--- config.mk ---
export PLATFORM = sky130hd
export DESIGN_NAME = irq_status_unit
export DESIGN_NICKNAME = d
export VERILOG_FILES = /design/src/rtl/irq_unit_pkg.sv /design/src/rtl/irq_sticky_bank.sv /design/src/rtl/irq_vec_sel.sv /design/src/rtl/irq_status_unit.sv
export SDC_FILE = /design/constraint.sdc
export NUM_CORES = 1
export LEC_CHECK = 0
export ABC_CLOCK_PERIOD_IN_PS = 1200
export BUFFER_PORTS_ARGS = -buffer_cell sky130_fd_sc_hd__clkbuf_2
export CAP_MARGIN = 40
export CORE_ASPECT_RATIO = 1.1
export CORE_MARGIN = 5
export CORE_UTILIZATION = 46
export DETAILED_ROUTE_END_ITERATION = 7
export GPL_TIMING_DRIVEN = 0
export PLACE_DENSITY = 0.78
export SLEW_MARGIN = 40
export SYNTH_ARGS = -nofsm -noshare
export SYNTH_HDL_FRONTEND = slang
export SYNTH_SLANG_ARGS = --single-unit
--- constraint.sdc ---
create_clock -name clk -period 1.2 [get_ports clk]
set_input_delay 0.24 -clock clk [delete_from_list [all_inputs] [get_ports clk]]
set_output_delay 0.24 -clock clk [all_outputs]
set_load 0.01 [all_outputs]
--- src/rtl/irq_unit_pkg.sv ---
package irq_unit_pkg;

    localparam int REG_W    = 16;
    localparam int ADDR_W   = 2;
    localparam int VEC_SRCS = 5;
    localparam int BUSY_BIT = 12;

    // Positions that latch events; bus busy and reserved bits excluded.
    localparam logic [REG_W-1:0] STICKY_MASK = 16'h6F1F;

    typedef enum logic [ADDR_W-1:0] {
        A_ENABLE = 2'd0,
        A_STATUS = 2'd1,
        A_VECTOR = 2'd2,
        A_SPARE  = 2'd3
    } reg_addr_e;

    typedef enum logic [2:0] {
        V_NONE   = 3'd0,
        V_ARB    = 3'd1,
        V_NACK   = 3'd2,
        V_ACCESS = 3'd3,
        V_RXRDY  = 3'd4,
        V_TXRDY  = 3'd5
    } vec_code_e;

    typedef struct packed {
        logic             wr;
        logic             rd;
        reg_addr_e        addr;
        logic [REG_W-1:0] data;
    } reg_req_t;

    // Lowest pending source wins.
    function automatic vec_code_e pick_vector(input logic [VEC_SRCS-1:0] pend);
        vec_code_e c;
        c = V_NONE;
        for (int i = VEC_SRCS - 1; i >= 0; i--) begin
            if (pend[i]) c = vec_code_e'(3'(i + 1));
        end
        return c;
    endfunction

endpackage

--- src/rtl/irq_sticky_bank.sv ---
module irq_sticky_bank #(
    parameter int              W    = 16,
    parameter logic [W-1:0]    MASK = '1
) (
    input  logic         clk,
    input  logic         rst,
    input  logic [W-1:0] set_i,
    input  logic [W-1:0] clr_i,
    output logic [W-1:0] q_o
);
    for (genvar i = 0; i < W; i++) begin : g_bit
        if (MASK[i]) begin : g_live
            logic q;
            always_ff @(posedge clk) begin
                if (rst)           q <= 1'b0;
                else if (set_i[i]) q <= 1'b1;
                else if (clr_i[i]) q <= 1'b0;
            end
            assign q_o[i] = q;
        end else begin : g_tied
            assign q_o[i] = 1'b0;
        end
    end
endmodule

--- src/rtl/irq_vec_sel.sv ---
module irq_vec_sel
    import irq_unit_pkg::*;
(
    input  logic [VEC_SRCS-1:0] pend_i,
    output vec_code_e           code_o,
    output logic [REG_W-1:0]    pick_o
);
    logic [VEC_SRCS-1:0] lower_seen;

    assign code_o = pick_vector(pend_i);

    always_comb begin
        pick_o = '0;
        lower_seen[0] = 1'b0;
        for (int i = 1; i < VEC_SRCS; i++) begin
            lower_seen[i] = lower_seen[i-1] | pend_i[i-1];
        end
        for (int i = 0; i < VEC_SRCS; i++) begin
            pick_o[i] = pend_i[i] & ~lower_seen[i];
        end
    end
endmodule

--- src/rtl/irq_status_unit.sv ---
module irq_status_unit
    import irq_unit_pkg::*;
(
    input  logic              clk,
    input  logic              rst,
    input  logic [REG_W-1:0]  evt_i,
    input  logic              bus_busy_i,
    input  logic              reg_wr_i,
    input  logic              reg_rd_i,
    input  logic [ADDR_W-1:0] reg_addr_i,
    input  logic [REG_W-1:0]  reg_wdata_i,
    output logic [REG_W-1:0]  reg_rdata_o,
    output logic              irq_o
);
    reg_req_t         req;
    logic [REG_W-1:0] status_q;
    logic [REG_W-1:0] enable_q;
    logic [REG_W-1:0] stat_clr;
    logic [REG_W-1:0] vec_pick;
    vec_code_e        vec_code;
    logic [REG_W-1:0] busy_word;

    assign req.wr   = reg_wr_i;
    assign req.rd   = reg_rd_i;
    assign req.addr = reg_addr_e'(reg_addr_i);
    assign req.data = reg_wdata_i;

    irq_vec_sel u_vec (
        .pend_i (status_q[VEC_SRCS-1:0]),
        .code_o (vec_code),
        .pick_o (vec_pick)
    );

    always_comb begin
        stat_clr = '0;
        if (req.wr && req.addr == A_STATUS) stat_clr = req.data;
        if (req.rd && req.addr == A_VECTOR) stat_clr = stat_clr | vec_pick;
    end

    irq_sticky_bank #(.W(REG_W), .MASK(STICKY_MASK)) u_status (
        .clk   (clk),
        .rst   (rst),
        .set_i (evt_i),
        .clr_i (stat_clr),
        .q_o   (status_q)
    );

    always_ff @(posedge clk) begin
        if (rst)                                 enable_q <= '0;
        else if (req.wr && req.addr == A_ENABLE) enable_q <= req.data & STICKY_MASK;
    end

    always_comb begin
        busy_word = '0;
        busy_word[BUSY_BIT] = bus_busy_i;
    end

    always_comb begin
        unique case (req.addr)
            A_ENABLE: reg_rdata_o = enable_q;
            A_STATUS: reg_rdata_o = status_q | busy_word;
            A_VECTOR: reg_rdata_o = REG_W'(vec_code);
            default:  reg_rdata_o = '0;
        endcase
    end

    assign irq_o = |(status_q & enable_q);

endmodule

==> reports/qor.txt <==
Synth Instances: 131
Worst setup SP type: flip-flop
vias per inst: 5.40
Post-Place Cells: 203
Clock Pin Slew Worst Setup and Hold Paths: 0.11 ns
setup slack after layout: -0.365 ns
drt wl/cell: 15.4 um
Rows: 19
Root Buffer: clkbuf_4
final setup fails: 11
Clock Path Buffers: 2
die width: 59.5 um
share of layout cells above drive strength 1: 49.4%
compound-gate portion of the synthesized area: 22.5%
net count reported at finish: 221
Final Wtd Congestion: 0.813
minimum clock period: 1.57 ns
WS Path Type: flip-flop to output port
largest net degree at the start of global routing: 12
antenna violations before repair: 0
maxcap violations: 0
Crit. End Element: output port
slowest stage delay, CP: 0.39 ns
PD cells: 920 nW/um^2
post-synth top area cell: dfxtp_1
Cell Area, Synth: 1240 sq um
CTS tree: done
gr ovfl total: 0
post-DP HPWL: 2.31 mm
Crit Path Max Fanout: 5
delay-heaviest family, CP: flip-flops
Seq cells post-synth: 22
number of synthesized flops with an enable pin: 0
period utilisation layout: 130%
max-slew violations: 0
Max Clk Rate: 0.639 GHz
CTS H-tree depth: 1
PortBufs: 38
largest family of logic cells by synthesized area: compound AO/OA/AOI/OAI gates
final hold vios: 0
Required @ worst endpoint: 0.96 ns
Layout Cells excl Fill: 211
total power: 1510 uW
Buf+Inv Stages, Crit Path: 1
GRT Overall Usage: 16.9%
share of the synthesized area in the top cell type: 35.6%
diodes inserted: 0
Core Area: 2540 sq um
post-cts hold buffer count: 0
Clock Latency Late Sink: 0.29 ns
Worst EP arrival: 1.33 ns
simple-gate share of the synthesized area: 16.2%
Post-Synth Adder-Cell Area: 0%
Hold Path Class: input pin to flip-flop
unrepaired setup endpoints after global routing: true
Final Routed Wirelength: 3.25 mm
Antenna Violating Nets Remaining: 0
clk sinks: 22
via count: 1139
Die H: 64.4 um
status: finished, violations left
sequential cell area fraction in the yosys report: 35.6%
Filler cells: 221
tightest hold margin: 0.135 ns
Worst Skew: 0.00188 ns
failing checks: negative setup slack
ys flop type: dfxtp_1
worst IR drop on VDD: 0.831 mV
top post-synthesis cells by count: dfxtp_1 (22), nor2_1 (22), mux2i_1 (20)
Unique masters post-synth: 37
TritonCTS buffer count: 3
Yosys Warn Count: 0
mux contribution to synthesized area: 16.2%
critical path's slowest cell: dfxtp_4
number of global-route vias before repair: 1148
Initial Util: 48.6%
synth top area cells: dfxtp_1 (36%), mux2i_1 (16%), nor2_1 (6.7%), a21boi_0 (4.2%), buf_6 (3.6%)
Synth Area per Inst: 9.45 sq um
leakage: 0.000747 uW
Die ar.: 3830 sq um
Synth Area in XOR/XNOR: 0%
sequence of cells on the critical path: a22o_1 > a221oi_2 > nand3_1 > clkbuf_2
global-route wire length before repair: 5.13 mm
DR pass1 iterations: 4
Async SR Flop Fraction: 0%
P&R area growth vs syn: 32.6%
Residual DRC: 0
IO Count: 56
First DRT Iteration DRCs: 29
==> stage by stage <==
step                area (sq um)  setup slack, ns  util (%)  setup TNS (ns)
finish                      1640           -0.365      64.5           -1.42
global route                1640           -0.458      64.5           -2.27
global placement            1480           -0.208      58.3           -1.22
floorplan                   1250           0.0258         -               0
CTS                         1610           -0.379      63.3           -1.49
detailed placement          1480           -0.219      58.3           -1.50
==> power by group <==
group | total, uW | switching [uW] | leakage, uW | internal (uW)
clock | 323 | 207 | 0.0000138 | 117
sequential | 818 | 45.0 | 0.000189 | 773
combinational | 367 | 177 | 0.000544 | 190
total | 1510 | 429 | 0.000747 | 1080
==> logic make-up (layout without fill, tap and decap cells) <==
family / after synthesis / count (layout)
compound gates: 35 / 35
buf+inv: 18 / 64
flops: 22 / 22
mux: 20 / 20
other cells: 1 / 4
simple gates: 35 / 35
==> area by class of cell <==
type / instances / area (sq um) / share of cell area [%]
multi-input combinational: 94 / 754 / 46.0
clock buffer: 3 / 22.5 / 1.37
inverter: 6 / 22.5 / 1.37
tap: 31 / 38.8 / 2.36
timing repair buffer: 43 / 228 / 13.9
sequential: 22 / 475 / 29.0
buffer: 12 / 98.8 / 6.03
==> registers in the layout, summed over array words and instances (netlist names) <==
register / count
enable_q: 11
u_status.g_bit.g_live.q: 11
==> cells in the final DEF (no fill, tap or decap), types with 3 or more instances in the layout <==
cell and count:
a21boi_0 7, a21oi_1 3, buf_2 6, buf_4 9, buf_6 5, clkbuf_2 33, clkbuf_4 3, conb_1 4
dfxtp_1 4, dfxtp_2 13, dfxtp_4 5, inv_1 6, mux2i_1 20, nor2_1 21, o21a_1 6, o21ai_1 3
==> repair_timing <==
action,4_1_cts,5_1_grt
pin swaps,2,2
endpoints found under the setup margin,12,13
buffers inserted,5,0
gates cloned,0,0
resized for setup,35,13
==> metal layers <==
| metal | track usage [%] | up-vias | wire (um) |
|---|---|---|---|
| met2 | 27.2 | 39 | 1540 |
| met4 | 5.67 | 0 | 23 |
| met3 | 3.22 | 4 | 234 |
| li1 | - | 565 | - |
| met5 | 0 | - | 0 |
| met1 | 22.3 | 531 | 1460 |
==> worst paths after layout <==
kind,startpoint,endpoint,slack (ns),depth (start not counted)
hold reg to reg,enable_q[14]$_SDFFE_PP0P_,enable_q[14]$_SDFFE_PP0P_,0.52,2
hold / removal,reg_wdata_i[1],u_status.g_bit[1].g_live.q$_SDFFE_PP0P_,0.13,2
setup reg to reg,u_status.g_bit[0].g_live.q$_SDFFE_PP0P_,u_status.g_bit[3].g_live.q$_SDFFE_PP0P_,-0.04,4
setup / recovery,u_status.g_bit[1].g_live.q$_SDFFE_PP0P_,irq_o,-0.37,4
Note: power is estimated with default switching activity, not from simulation.
